<file path="src/rtl/zpad_pkg.sv">
package zpad_pkg;

  // counter width able to hold values 0..n
  function automatic int cnt_w(input int n);
    return $clog2(n + 1);
  endfunction

  // side length after padding
  function automatic int out_dim(input int idim, input int pad);
    return idim + pad;
  endfunction

  // beats per pixel
  function automatic int fold_count(input int ch, input int simd);
    return ch / simd;
  endfunction

  // leading (top/left) padding; style 2 gives the odd extra to the trailing side
  function automatic int lead_pad(input int pad, input int style);
    return (style == 2) ? (pad / 2) : ((pad + 1) / 2);
  endfunction

  // position lies inside the copied image window along one axis
  function automatic logic in_window(input int pos, input int lead, input int idim);
    return (pos >= lead) && (pos < lead + idim);
  endfunction

endpackage

</file>
<file path="src/rtl/zpad_pos_cnt.sv">
module zpad_pos_cnt #(
  parameter int ODIM = 7,
  parameter int FOLD = 2,
  parameter int NIMG = 2,
  parameter int CW   = 3,
  parameter int FW   = 2,
  parameter int IW   = 2
) (
  input  logic          clk,
  input  logic          rst_n,
  input  logic          step,
  output logic [CW-1:0] row,
  output logic [CW-1:0] col,
  output logic [FW-1:0] fold,
  output logic          done
);
  localparam logic [CW-1:0] POS_MAX  = CW'(ODIM - 1);
  localparam logic [FW-1:0] FOLD_MAX = FW'(FOLD - 1);
  localparam logic [IW-1:0] IMG_MAX  = IW'(NIMG - 1);

  logic [IW-1:0] img;
  logic fold_wrap, col_wrap, row_wrap;

  assign fold_wrap = (fold == FOLD_MAX);
  assign col_wrap  = fold_wrap && (col == POS_MAX);
  assign row_wrap  = col_wrap && (row == POS_MAX);

  always_ff @(posedge clk) begin
    if (!rst_n) begin
      row  <= '0;
      col  <= '0;
      fold <= '0;
      img  <= '0;
      done <= 1'b0;
    end else if (step) begin
      fold <= fold_wrap ? '0 : fold + 1'b1;
      if (fold_wrap) col <= (col == POS_MAX) ? '0 : col + 1'b1;
      if (col_wrap)  row <= (row == POS_MAX) ? '0 : row + 1'b1;
      if (row_wrap) begin
        if (img == IMG_MAX) done <= 1'b1;
        else                img  <= img + 1'b1;
      end
    end
  end
endmodule

</file>
<file path="src/rtl/zpad_window.sv">
module zpad_window #(
  parameter int CW   = 3,
  parameter int IDIM = 4,
  parameter int LEAD = 1
) (
  input  logic [CW-1:0] row,
  input  logic [CW-1:0] col,
  output logic          interior
);
  import zpad_pkg::*;

  logic [CW-1:0] pos [2];
  logic [1:0]    hit;

  assign pos[0] = row;
  assign pos[1] = col;

  for (genvar a = 0; a < 2; a++) begin : g_axis
    assign hit[a] = in_window(int'(pos[a]), LEAD, IDIM);
  end

  assign interior = &hit;
endmodule

</file>
<file path="src/rtl/zpad_stream.sv">
module zpad_stream #(
  parameter int ELEM_W    = 8,
  parameter int SIMD      = 2,
  parameter int NUM_CH    = 4,
  parameter int IMG_DIM   = 4,
  parameter int PAD       = 3,
  parameter int PAD_STYLE = 2,
  parameter int NUM_IMG   = 2
) (
  input  logic                   clk,
  input  logic                   rst_n,
  input  logic                   in_valid,
  output logic                   in_ready,
  input  logic [ELEM_W*SIMD-1:0] in_data,
  output logic                   out_valid,
  input  logic                   out_ready,
  output logic [ELEM_W*SIMD-1:0] out_data
);
  import zpad_pkg::*;

  localparam int DW   = ELEM_W * SIMD;
  localparam int ODIM = out_dim(IMG_DIM, PAD);
  localparam int FOLD = fold_count(NUM_CH, SIMD);
  localparam int LEAD = lead_pad(PAD, PAD_STYLE);
  localparam int CW   = cnt_w(ODIM);
  localparam int FW   = cnt_w(FOLD);
  localparam int IW   = cnt_w(NUM_IMG);

  // named internal events, observed by the bound checker
  logic          live_q;
  logic          active;
  logic          interior;
  logic          beat_fire;
  logic          done;
  logic [CW-1:0] row;
  logic [CW-1:0] col;
  logic [FW-1:0] fold;

  always_ff @(posedge clk) begin
    if (!rst_n) live_q <= 1'b0;
    else        live_q <= 1'b1;
  end

  zpad_pos_cnt #(
    .ODIM(ODIM), .FOLD(FOLD), .NIMG(NUM_IMG), .CW(CW), .FW(FW), .IW(IW)
  ) u_pos (
    .clk(clk), .rst_n(rst_n), .step(beat_fire),
    .row(row), .col(col), .fold(fold), .done(done)
  );

  zpad_window #(.CW(CW), .IDIM(IMG_DIM), .LEAD(LEAD)) u_win (
    .row(row), .col(col), .interior(interior)
  );

  assign active    = live_q && !done;
  assign out_valid = active && (interior ? in_valid : 1'b1);
  assign in_ready  = active && interior && out_ready;
  assign out_data  = interior ? in_data : {DW{1'b0}};
  assign beat_fire = out_valid && out_ready;
endmodule

</file>
<file path="config.mk">
export PLATFORM = sky130hd
export DESIGN_NAME = zpad_stream
export DESIGN_NICKNAME = d
export VERILOG_FILES = /design/src/rtl/zpad_pkg.sv /design/src/rtl/zpad_pos_cnt.sv /design/src/rtl/zpad_window.sv /design/src/rtl/zpad_stream.sv
export SDC_FILE = /design/constraint.sdc
export NUM_CORES = 1
export LEC_CHECK = 0
export CAP_MARGIN = 20
export CORE_ASPECT_RATIO = 1.25
export CORE_UTILIZATION = 42
export DETAILED_ROUTE_END_ITERATION = 8
export PLACE_DENSITY = 0.84
export RECOVER_POWER = 25
export SETUP_SLACK_MARGIN = 0.15
export SYNTH_ARGS = -nofsm -noshare
export SYNTH_HDL_FRONTEND = slang
export SYNTH_SLANG_ARGS = --single-unit
</file>
<file path="constraint.sdc">
create_clock -name clk -period 3.2 [get_ports clk]
set_input_delay 0.64 -clock clk [delete_from_list [all_inputs] [get_ports clk]]
set_output_delay 0.64 -clock clk [all_outputs]
set_load 0.02 [all_outputs]
</file>
==> metrics.md, run 1 <==
| Metric | Value |
|---|---|
| Setup TNS | `0 ns` |
| Slew Limit Fails | `0` |
| Share of layout cells above drive strength 1 | `5.47%` |
| Crit path max fanout | `9` |
| # diodes | `0` |
| Top cells by count, synth | `and2_1 (18), dfxtp_1 (12), a21oi_1 (7), inv_1 (6)` |
| Worst Path Required | `2.56 ns` |
| Cell Rows | `16` |
| CTS Buf Count | `3` |
| Register area share after synthesis | `32.0%` |
| Drt via density | `5.25` |
| Max-cap violations | `0` |
| DIE HEIGHT | `49.3 um` |
| Root Driver | `clkbuf_4` |
| Met1 usage | `20.1%` |
| Clock sinks | `12` |
| Top-count cell post-synth | `and2_1` |
| Async set or reset register ratio after synthesis | `0%` |
| Die ar. | `1960 sq um` |
| Final WS setup | `0.280 ns` |
| Outcome | `finished, final reports clean` |
| RSZ-0062 raised after global routing | `false` |
| P&R area growth vs syn | `52.8%` |
| Post-synth EDFFs | `0` |
| CP Capture Type | `output pin` |
| DP Cell Count | `142` |
| Crit path launch | `u_pos.row[1]` |
| Syn_nets | `113` |
| Core area | `1620 sq um` |
| Global route total overflow | `0` |
| First-pass GRT wire length | `3060 um` |
| Average wire per standard cell | `13.3 um` |
| DIE WIDTH | `39.8 um` |
| Hold Slack | `0.485 ns` |
| Cell Pwr Density | `246 nW/um^2` |
| Synthesized flop and latch total | `12` |
| Global Route Usage Sum | `22.4%` |
| Reg2reg setup slack | `1.57 ns` |
| Worst reg2reg startpoint | `u_pos.col[2]` |
| Fmax | `0.342 GHz` |
| DRC | `0` |
| Largest net degree at the start of global routing | `17` |
| Leak Pwr | `0.404 nW` |
| Reg2reg end | `u_pos.row[0]` |
| Post-synth top area share | `32.0%` |
| Cell accounting for the most synthesized area | `dfxtp_1` |
| Maximum vdd drop | `0.187 mV` |
| Synth Flop Type | `dfxtp_1` |
| Syn avg cell area | `8.16 sq um` |
| Worst skew pair latency | `0.28 ns` |
| Clock Path Buffers | `2` |
| Crit share post-route | `91.3%` |
| Worst-path clk slew | `0.07 ns` |
| GR Layer Usage met3 | `2.74%` |
| Cells after Synth | `92` |
| Endpoints failing hold | `0` |
| Post-place setup slack | `0.415 ns` |
| DP HPWL | `1510 um` |
| DR pass1 iterations | `4` |
| Post-Layout Cell Count | `146` |
| Max_slew headroom | `54.6%` |
| Final worst path period need | `2.92 ns` |
| Hold Crit Class | `reg2reg` |
| Initial antenna violation count | `0` |
| Worst Path Arrival | `2.28 ns` |
| Worst Setup Start Kind | `flop` |
| Yosys warns | `0` |
| ANT nets after route | `0` |
| Fillcell total | `146` |
| R2R depth | `4` |
| Vias | `767` |
| Number of global-route vias before repair | `736` |
| Met2 global-route usage | `43.2%` |
| Mapped Area | `751 sq um` |
| Core Util, Final | `70.8%` |
| Distinct cells, synth | `33` |
| DP Area | `1110 sq um` |
| Critical path type | `reg2out` |
| GR peak layer | `met2` |
| Synth area leaders | `dfxtp_1 (32%), and2_1 (15%), mux2i_1 (5.3%)` |
| CTS tree | `done` |
| Worst slew pin tran | `0.675 ns` |
| CTS H-tree depth | `1` |
| Starting DRT DRC Count | `15` |
| Design Power | `0.282 mW` |
| Final setup skew | `0.00726 ns` |
| Design Area, Final | `1150 sq um` |
| Final setup fails | `0` |
| Ports | `38` |
| GPL Wtd Cong | `0.772` |
| Final WL | `1950 um` |
| End of the critical path | `out_valid` |
| PortBufs | `37` |
| Nets | `151` |
| Post-CTS Hold Fix Bufs | `0` |
| Starting Density | `46.3%` |
kinds of logic after synthesis:
group	synth area share (%)
AND/OR/NAND/NOR	38.2
AO/OA/AOI/OAI	13.3
buffers and inverters	8.33
flip-flops	32.0
multiplexers	5.33
XOR/XNOR	1.17
adder cells (fa/ha/maj)	1.67
state kept, by name, summed over array words and instances (netlist names):
signal      cells
live_q          1
u_pos.done      1
u_pos.row       3
u_pos.fold      2
u_pos.img       2
u_pos.col       3
metal layers:
layer	up-vias	part of all wire (%)
li1	388	-
met4	0	2.3
met1	347	35
met5	-	0
met2	27	56
met3	5	6.2
layout make-up:
cell class              count  area (sq um)  share of cell area [%]
well taps                  18          22.5                    1.96
repair buffers             39           382                    33.3
multi-input cells          68           457                    39.8
clock buffers               3          22.5                    1.96
flip-flops and latches     12           241                    21.0
inverters                   6          22.5                    1.96
cell usage in the layout, fill, tap and decap left out, types with 2 or more instances in the layout:
| cell | synthesis | final |
|---|---|---|
| nor3_1 | 3 | 3 |
| dlygate4sd3_1 | 0 | 2 |
| mux2i_1 | 4 | 4 |
| clkbuf_4 | 0 | 3 |
| nand3b_1 | 2 | 2 |
| dfxtp_1 | 12 | 11 |
| nand3_1 | 3 | 3 |
| nand4b_1 | 2 | 2 |
| and2_1 | 18 | 17 |
| or3_1 | 2 | 2 |
| nand2_1 | 5 | 5 |
| nor2_1 | 5 | 5 |
| inv_1 | 6 | 6 |
| a21oi_1 | 7 | 7 |
| clkdlybuf4s50_1 | 0 | 35 |
critical path, stage by stage (launching register included):
cell and delay (ns):
dfxtp_1 0.38, nor3_1 0.34, nor4b_4 0.09, clkbuf_1 0.15
and2_1 0.20, nor3b_1 0.20, clkdlybuf4s50_1 0.64
power by group:
group / leakage [nW] / internal (mW) / switching [mW]
clock: 0.0138 / 0.0436 / 0.0494
sequential: 0.0978 / 0.151 / 0.00228
combinational: 0.292 / 0.0243 / 0.0108
what timing repair did:
action / CTS / global route
endpoints found under the setup margin: 0 / 16
buffers inserted: 0 / 1
gates resized for setup: 0 / 2
how the worst min path moves through the flow:
stage                       start       endpoint  slack (ns)  cells after the start
detailed placement  u_pos.fold[1]  u_pos.fold[1]        0.48                      2
global route        u_pos.fold[1]  u_pos.fold[1]        0.53                      2
floorplan           u_pos.fold[1]  u_pos.fold[1]        0.43                      2
finish              u_pos.fold[0]  u_pos.fold[1]        0.48                      1
CTS                 u_pos.fold[1]  u_pos.fold[1]        0.49                      2
global placement    u_pos.fold[0]  u_pos.fold[1]        0.46                      1
Power figures use the tool's default switching activity.
==> run 2: changes to the inputs <==
CORE_UTILIZATION = 40   (was 42)
CTS_BUF_LIST = sky130_fd_sc_hd__clkbuf_8   (was not set)
PLACE_DENSITY = 0.8   (was 0.84)
clock period = 2.8 ns   (was 3.2 ns; I/O delays follow)
==> run 2 against run 1 <==
  * Die area up 4.8%
  * Global-route usage down 4.1 points
  * Cell count unchanged
  * Clock skew is 0.0068 ns lower
  * Combinational power up 13%
  * Design area rose by 6.0%
  * Power increased by 31%
  * First-iteration DRC count decreased by 33%
  * Count of clock-buffer cells in the layout unchanged
  * Via count is 2.2% higher
==> metrics.md, run 2 (same netlist as run 1, synthesis figures left out) <==
| Metric | Value |
|---|---|
| Outcome | `finished, final reports clean` |
| Largest net degree at the start of global routing | `22` |
| CP Capture Type | `output pin` |
| Core Util, Final | `68.9%` |
| Hold Crit Class | `reg2reg` |
| Final setup fails | `0` |
| Nets | `150` |
| Final WL | `1870 um` |
| Worst skew pair latency | `0.24 ns` |
| DR WL met3 | `136 um` |
| Final setup skew | `0.000505 ns` |
| Drt via density | `5.37` |
| Seq. cell area | `243 sq um` |
| P&R area growth vs syn | `62.0%` |
| Worst slew pin tran | `0.613 ns` |
| Endpoints failing hold | `0` |
| Top Registers | `u_pos.col (3), u_pos.row (3)` |
| Share of layout cells above drive strength 1 | `6.30%` |
| WL met2 | `1000 um` |
| Worst reg2reg startpoint | `u_pos.done` |
| Slew Limit Fails | `0` |
| Crit path launch | `u_pos.row[1]` |
| Clock sinks | `12` |
| R2R depth | `4` |
| Leak Pwr | `0.716 nW` |
| Design Power | `0.368 mW` |
| Maximum vdd drop | `0.375 mV` |
| PortBufs | `37` |
| First-pass GRT wire length | `2640 um` |
| Starting DRT DRC Count | `10` |
| Final worst path period need | `2.58 ns` |
| DP HPWL | `1400 um` |
| Routed met1 length | `703 um` |
| Vias | `784` |
| Average wire per standard cell | `12.8 um` |
| # diodes | `0` |
| Max_slew headroom | `58.8%` |
| Worst-path clk slew | `0.05 ns` |
| Worst Path Arrival | `2.02 ns` |
| DRC | `0` |
| Hold path depth | `1` |
| ANT nets after route | `0` |
| Setup TNS | `0 ns` |
| CTS tree | `done` |
| Worst Path Required | `2.24 ns` |
| Global route total overflow | `0` |
| Initial antenna violation count | `0` |
| Top sig layer | `met4` |
| Cell Rows | `17` |
| CTS Buf Count | `3` |
| Root Driver | `clkbuf_8` |
| Worst Setup Start Kind | `flop` |
| Core area | `1770 sq um` |
| Die ar. | `2060 sq um` |
| Crit path max fanout | `21` |
| Commonest non-fill, non-tap cells in the layout | `and2_1 (18), clkdlybuf4s50_1 (18), dlymetal6s2s_1 (16)` |
| DIE WIDTH | `40.8 um` |
| CTS H-tree depth | `1` |
| DR pass1 iterations | `4` |
| Number of global-route vias before repair | `658` |
| Critical path type | `reg2out` |
| Cell Pwr Density | `303 nW/um^2` |
| Multi-input gate area | `457 sq um` |
| Fmax | `0.387 GHz` |
| Crit share post-route | `92.3%` |
| Starting Density | `42.5%` |
| Clock Path Buffers | `2` |
| Hold Startpoint | `u_pos.fold[0]` |
| RSZ-0062 raised after global routing | `false` |
| GPL Wtd Cong | `0.794` |
| Max-cap violations | `0` |
| Global Route Usage Sum | `18.4%` |
| DIE HEIGHT | `50.4 um` |
| Fillcell total | `147` |
| Ports | `38` |
run 2: cell count changes in the layout (fill, tap and decap cells not counted), sizes merged:
cell / previous run / this run
dlymetal6s2s: 0 / 16
clkbuf: 4 / 3
dlygate4sd2: 0 / 1
clkdlybuf4s50: 35 / 18
run 2: timing repair:
action	in CTS	in global routing
pin swaps	0	1
setup endpoints to repair	18	17
buffers inserted	0	0
gates resized for setup	3	17
hold buffers	0	0
run 2: stage by stage:
step | hold slack (ns) | area, sq um | worst slack [ns] | cells
after global routing | 0.512 | 1220 | 0.152 | 146
after detailed placement | 0.469 | 1120 | 0.154 | 143
after floorplan | 0.434 | 751 | 0.789 | 92
after global placement | 0.464 | 1120 | 0.184 | 143
after CTS | 0.477 | 1170 | 0.0896 | 146
final | 0.474 | 1220 | 0.216 | 146
run 2: critical path, cell delays in order (launching register included):
cell and delay, ns:
dfxtp_2 0.36, o21a_1 0.22, nor4b_4 0.33, buf_12 0.18, and2_1 0.12, clkdlybuf4s50_1 0.59
run 2: where the power goes:
group	leakage, nW	internal (mW)	switching [mW]
logic	0.596	0.0272	0.0124
registers	0.0983	0.174	0.00247
clock network	0.0216	0.0944	0.0582
total	0.716	0.295	0.0731
run 2: layout make-up:
| type | count | area share [%] |
|---|---|---|
| repair buffers | 38 | 35.3 |
| well taps | 19 | 1.95 |
| flip-flops and latches | 12 | 20.0 |
| clock buffers | 3 | 3.40 |
| inverters | 6 | 1.85 |
| multi-input cells | 68 | 37.6 |
run 2: per-layer routing:
metal / up-vias / track usage (%)
met1: 364 / 18.9
li1: 387 / -
met3: 5 / 4.42
met5: - / 0
met4: 0 / 6.67
met2: 28 / 33.1
run 2: path summary, 6_finish.rpt:
kind | end | slack (ns)
max reg2reg | u_pos.col[1] | 1.23
min reg2reg | u_pos.fold[1] | 0.47
min | u_pos.fold[1] | 0.47
max | out_data[9] | 0.22
==> run 3: changes to the inputs <==
HOLD_SLACK_MARGIN = 0.08   (was not set)
==> results of run 3 <==
Same layout as run 2: the final DEF is identical, and so are final timing and power.
